===== src/rtl/sync_pwm_pkg.sv =====
package sync_pwm_pkg;

  // Limit a signed duty request to the symmetric swing around mid-period.
  function automatic int clamp_duty(input int d, input int half);
    if (d > half) return half;
    if (d < -half) return -half;
    return d;
  endfunction

  // Number of high cycles of the positive half.
  function automatic int pos_thresh(input int d, input int half, input logic muted);
    return muted ? half : half + d;
  endfunction

  // Number of high cycles of the negative half.
  function automatic int neg_thresh(input int d, input int half, input logic muted);
    return muted ? half : half - d;
  endfunction

endpackage


===== src/rtl/spg_sync_edge.sv =====
module spg_sync_edge (
  input  logic clk,
  input  logic rst_n,
  input  logic slave,
  input  logic sync_i,
  output logic start_s
);
  logic s1, s2, s3, ph;
  logic rise;

  assign rise    = s2 & ~s3;
  assign start_s = slave & rise & ph;

  always_ff @(posedge clk) begin
    if (!rst_n) begin
      s1 <= 1'b0;
      s2 <= 1'b0;
      s3 <= 1'b0;
      ph <= 1'b0;
    end else begin
      s1 <= sync_i;
      s2 <= s1;
      s3 <= s2;
      if (!slave)   ph <= 1'b0;
      else if (rise) ph <= ~ph;
    end
  end

  // a period start happens on the second edge, after which the phase is back at the first
  p_phase_pair_r4: assert property (@(posedge clk) disable iff (!rst_n)
    start_s |=> !ph);

endmodule


===== src/rtl/spg_timebase.sv =====
module spg_timebase #(
  parameter int PERIOD = 32,
  parameter int CNT_W  = 6
) (
  input  logic             clk,
  input  logic             rst_n,
  input  logic             slave,
  input  logic             start_s,
  output logic [CNT_W-1:0] ctr,
  output logic             pstart,
  output logic             sync_o
);
  localparam int QTR = PERIOD / 4;
  localparam logic [CNT_W-1:0] CMAX = '1;

  logic wrap_m;

  assign wrap_m = !slave && (int'(ctr) >= PERIOD - 1);
  assign pstart = slave ? start_s : wrap_m;
  assign sync_o = !slave && ((int'(ctr) % (2 * QTR)) < QTR);

  always_ff @(posedge clk) begin
    if (!rst_n)          ctr <= '0;
    else if (pstart)     ctr <= '0;
    else if (ctr != CMAX) ctr <= ctr + 1'b1;
  end

  // every period start restarts the count
  p_restart_r1: assert property (@(posedge clk) disable iff (!rst_n)
    pstart |=> ctr == '0);

  // in master mode the last count of the period is a period start
  p_master_wrap_r1: assert property (@(posedge clk) disable iff (!rst_n)
    (!slave && int'(ctr) == PERIOD - 1) |-> pstart);

endmodule


===== src/rtl/spg_channel.sv =====
module spg_channel
  import sync_pwm_pkg::*;
#(
  parameter int PERIOD = 32,
  parameter int DUTY_W = 6,
  parameter int CNT_W  = 6
) (
  input  logic              clk,
  input  logic              rst_n,
  input  logic              pstart,
  input  logic [CNT_W-1:0]  ctr,
  input  logic              mute,
  input  logic [DUTY_W-1:0] duty,
  output logic              pos,
  output logic              neg
);
  localparam int HALF = PERIOD / 2;
  localparam int DQ_W = CNT_W + 1;

  logic signed [DQ_W-1:0] dq;
  logic                   mq;

  always_ff @(posedge clk) begin
    if (!rst_n) begin
      dq <= '0;
      mq <= 1'b0;
    end else if (pstart) begin
      dq <= DQ_W'(clamp_duty(int'($signed(duty)), HALF));
      mq <= mute;
    end
  end

  assign pos = int'(ctr) < pos_thresh(int'(dq), HALF, mq);
  assign neg = int'(ctr) < neg_thresh(int'(dq), HALF, mq);

  // latched duty only moves on a period start
  p_duty_hold_r7: assert property (@(posedge clk) disable iff (!rst_n)
    !pstart |=> $stable(dq));

  // while muted both halves share the same pulse
  p_mute_sym_r6: assert property (@(posedge clk) disable iff (!rst_n)
    mq |-> (pos == neg));

  // latched duty stays inside the swing
  p_clamp_r5: assert property (@(posedge clk) disable iff (!rst_n)
    (int'(dq) >= -HALF) && (int'(dq) <= HALF));

endmodule


===== src/rtl/sync_pwm_gen.sv =====
module sync_pwm_gen #(
  parameter int CH     = 2,
  parameter int PERIOD = 32,
  parameter int DUTY_W = 6
) (
  input  logic             clk,
  input  logic             rst_n,
  input  logic             osc_open,
  input  logic             sync_i,
  input  logic             mute,
  input  logic             hiz,
  input  logic [CH*DUTY_W-1:0] duty,
  output logic             sync_o,
  output logic             sync_oe,
  output logic [CH-1:0]    pwm_p,
  output logic [CH-1:0]    pwm_n,
  output logic [CH-1:0]    oe_p,
  output logic [CH-1:0]    oe_n
);
  localparam int CNT_W = $clog2(PERIOD) + 1;

  logic             start_s;
  logic             pstart;
  logic [CNT_W-1:0] ctr;
  logic             oe_q;

  spg_sync_edge u_edge (
    .clk     (clk),
    .rst_n   (rst_n),
    .slave   (osc_open),
    .sync_i  (sync_i),
    .start_s (start_s)
  );

  spg_timebase #(.PERIOD(PERIOD), .CNT_W(CNT_W)) u_tb (
    .clk     (clk),
    .rst_n   (rst_n),
    .slave   (osc_open),
    .start_s (start_s),
    .ctr     (ctr),
    .pstart  (pstart),
    .sync_o  (sync_o)
  );

  for (genvar c = 0; c < CH; c++) begin : g_ch
    spg_channel #(.PERIOD(PERIOD), .DUTY_W(DUTY_W), .CNT_W(CNT_W)) u_ch (
      .clk    (clk),
      .rst_n  (rst_n),
      .pstart (pstart),
      .ctr    (ctr),
      .mute   (mute),
      .duty   (duty[c*DUTY_W +: DUTY_W]),
      .pos    (pwm_p[c]),
      .neg    (pwm_n[c])
    );
  end

  always_ff @(posedge clk) begin
    if (!rst_n) oe_q <= 1'b0;
    else        oe_q <= ~hiz;
  end

  assign oe_p    = {CH{oe_q}};
  assign oe_n    = {CH{oe_q}};
  assign sync_oe = ~osc_open;

  // a high-impedance request drops every enable on the next edge
  p_hiz_r8: assert property (@(posedge clk) disable iff (!rst_n)
    hiz |=> (oe_p == '0) && (oe_n == '0));

  // a slave never drives a sync pulse
  p_dir_r3: assert property (@(posedge clk) disable iff (!rst_n)
    osc_open |-> !sync_o);

endmodule


===== config.mk =====
export PLATFORM = sky130hd
export DESIGN_NAME = sync_pwm_gen
export DESIGN_NICKNAME = d
export VERILOG_FILES = /design/src/rtl/sync_pwm_pkg.sv /design/src/rtl/spg_sync_edge.sv /design/src/rtl/spg_timebase.sv /design/src/rtl/spg_channel.sv /design/src/rtl/sync_pwm_gen.sv
export SDC_FILE = /design/constraint.sdc
export NUM_CORES = 1
export LEC_CHECK = 0
export ABC_AREA = 0
export ABC_CLOCK_PERIOD_IN_PS = 7900
export CAP_MARGIN = 30
export CORE_MARGIN = 2
export CORE_UTILIZATION = 55
export DETAILED_ROUTE_END_ITERATION = 10
export GPL_ROUTABILITY_DRIVEN = 0
export HOLD_SLACK_MARGIN = 0.15
export PLACE_DENSITY = 0.77
export SYNTH_ARGS = -nofsm -noshare
export SYNTH_HDL_FRONTEND = slang
export SYNTH_SLANG_ARGS = --single-unit

===== constraint.sdc =====
create_clock -name clk -period 7.9 [get_ports clk]
set_input_delay 1.58 -clock clk [delete_from_list [all_inputs] [get_ports clk]]
set_output_delay 1.58 -clock clk [all_outputs]
set_load 0.005 [all_outputs]

==> flow_metrics.env <==
export IMPL_yosysUniqueCellTypes=53
export IMPL_cts_inserted_buffers=3
export IMPL_ctsResizeCount=0
export IMPL_ys_ff_latch=24
export IMPL_grt_pass1_vias=1526
export IMPL_ctsLongestPathBuffers=2
export IMPL_crit_top_cell="nor4_1"
export IMPL_first_pass_iters=4
export IMPL_cp_slowest_cell="nor4_1"
export IMPL_rsz0062_at_grt="false"
export IMPL_yosysWarnings=0
export IMPL_period_needed_ps=4780
export IMPL_area_growth_pct=14.1
export IMPL_drive_above_1_share_pct=3.66
export IMPL_relSlewSlack_pct=54.7
export IMPL_fin_setup_tns_ps=0
export IMPL_drv_slew=0
export IMPL_fin_nets=295
export IMPL_hold_viol=0
export IMPL_synthesis_nets=277
export IMPL_core_area_mm2=0.00331
export IMPL_finClkSkew_ps=5.90
export IMPL_detail_route_wl_per_cell_um=12.7
export IMPL_cp_max_fo=5
export IMPL_ant_nets=0
export IMPL_cts_hold_buf=0
export IMPL_path_clk_slew_ps=120
export IMPL_chipHeight_um=62.4
export IMPL_drv_cap=0
export IMPL_synth_edf_count=0
export IMPL_grtUsageTotal_pct=20.9
export IMPL_path_cells="nor4_1 > nor2_1 > xnor2_1 > nand2_1 > ha_1 > and4_1 > o211ai_2 > a2111oi_1 > nor4_1 > clkdlybuf4s50_1"
export IMPL_syn_area_mm2=0.00188
export IMPL_crit_type="reg -> out"
export IMPL_grt_max_degree=20
export IMPL_cp_start_kind="register"
export IMPL_ios=28
export IMPL_post_route_period_util_pct=60.5
export IMPL_clock_latency_ps=320
export IMPL_slowest_delay_ps=610
export IMPL_final_cells=292
export IMPL_num_antenna_cells=0
export IMPL_cp_required_ps=6320
export IMPL_cts_tree="done"
export IMPL_status="finished, final reports clean"
export IMPL_drt_wl_total_mm=3.70
export IMPL_cts_sinks=24
export IMPL_h_tree_depth=1
export IMPL_power_density_mw_per_mm2=99.4
export IMPL_hp_class="reg -> reg"
export IMPL_initial_utilization_pct=56.7
export IMPL_vias=1626
export IMPL_synthArstFlopShare_pct=0
export IMPL_dp_hpwl_mm=2.86
export IMPL_postCtsSetupRepairBufs=0
export IMPL_fmax_ghz=0.209
export IMPL_initialDrtViolationCount=43
export IMPL_die_area_mm2=0.00390
export IMPL_finalSetupViolCount=0
export IMPL_route_detailed_drc=0
export IMPL_synthCells=230
export IMPL_cts_root_buffer="clkbuf_4"
export IMPL_synth_ff_type="dfxtp_1"
export IMPL_via_per_inst=5.57
export IMPL_critical_path_endpoint_type="output pin"
export IMPL_whs_ps=447
export IMPL_place_inst=289
export IMPL_p_leak_uw=0.000790
export IMPL_cp_arrival_ps=3200
export IMPL_grt_pass1_wl_mm=6.78
export IMPL_seq_area_frac_synth_pct=25.6
export IMPL_antenna_found_initial=0
export IMPL_worst_pin_slew_ps=673
export IMPL_avgSynthCellArea_um2=8.17
export IMPL_rows=21
export IMPL_die_w_um=62.4
export IMPL_grt_overflow_total=0
export IMPL_peakVddDrop_mv=0.111
export IMPL_portBuffers=27
worst max-delay path, delay by kind of cell (launching register included):
kind | cells | cell delay, ps
buf+inv | 1 | 460
fa+ha+maj | 1 | 320
simple gates | 5 | 1110
flops | 1 | 370
compound gates | 2 | 450
xor+xnor | 1 | 160
cell type report:
class | count | area (um^2)
tap | 46 | 57.6
inverter | 13 | 48.8
timing repair buffer | 27 | 270
clock buffer | 3 | 22.5
sequential | 24 | 480
fill | 304 | 1170
multi-input combinational | 179 | 1260
routing by layer:
| layer | wire length (um) | global-route usage (%) |
|---|---|---|
| met5 | 0 | 0 |
| met2 | 1680 | 34.3 |
| met3 | 188 | 2.34 |
| met4 | 46 | 6.39 |
| met1 | 1790 | 28.9 |
sequential cells by signal (all words and copies together) (netlist names):
signal and flops:
g_ch.u_ch.dq 12, g_ch.u_ch.mq 1, oe_q 1, u_edge.ph 1
u_edge.s1 1, u_edge.s2 1, u_edge.s3 1, u_tb.ctr 6
cell usage after synthesis (all sizes together), types with 3 or more instances:
cell    count  share of area (%)
xnor2      11                5.1
and2        3                1.0
a21oi       9                2.4
a21boi     11                4.4
or3         3                1.0
o21a        3                1.2
nor4        3                1.0
nand2      38                7.6
ha         29                 19
buf        10                3.7
dfxtp      24                 26
nor2       14                2.9
nand3      11                2.9
inv        12                2.4
nor3        3               0.80
clkbuf      4               0.80
a31oi       4                1.3
worst paths after layout:
check | start | endpoint | slack (ps) | cells past startpoint
hold reg to reg | u_edge.s1 | u_edge.s2 | 450 | 1
hold / removal | u_edge.s1 | u_edge.s2 | 450 | 1
setup / recovery | g_ch[1].u_ch.dq[1] | pwm_n[1] | 3120 | 10
setup reg to reg | u_tb.ctr[1] | u_tb.ctr[4] | 5860 | 5
per-stage QoR:
stage	util [%]	instance area (um^2)	total power, uW	setup slack, ps
finish	64.7	2140	213	3120
global route	64.7	2140	223	2920
CTS	64.7	2140	213	3170
detailed placement	64.1	2120	161	3530
global placement	64.1	2120	161	3580
floorplan	-	1880	146	4130
report_power, final:
group,total (uW),switching [uW],leakage (uW),internal (uW)
Combinational,31.8,12.3,0.000582,19.5
Sequential,127,3.47,0.000195,123
Clock,54.2,36.3,0.0000138,17.9
Total,213,52.1,0.000790,161
logic make-up (layout without fill, tap and decap cells):
group	after synthesis	in the layout	share of synthesized area (%)
AO/OA/AOI/OAI	48	48	19.0
buffers and inverters	27	43	7.13
adder cells (fa/ha/maj)	29	29	19.3
XOR/XNOR	12	12	5.60
multiplexers	1	1	0.533
flip-flops	24	24	25.6
AND/OR/NAND/NOR	89	89	22.9
cells in the final DEF (no fill, tap or decap), types with 2 or more instances in the layout:
cell / instances
nor4_1: 3
clkdlybuf4s50_1: 27
a21boi_1: 3
o21a_1: 3
nor2_1: 13
clkbuf_4: 3
dfxtp_1: 24
a211oi_1: 2
nand3_1: 11
nor3_1: 3
nor2b_1: 2
and2_1: 3
a31oi_1: 4
a21boi_0: 8
xnor2_1: 11
ha_1: 29
inv_1: 12
and4_1: 2
or3b_1: 2
nand2_1: 38
nor3b_1: 2
a21oi_1: 9
or3_1: 3
No activity file was read; power rests on OpenSTA's default activity.
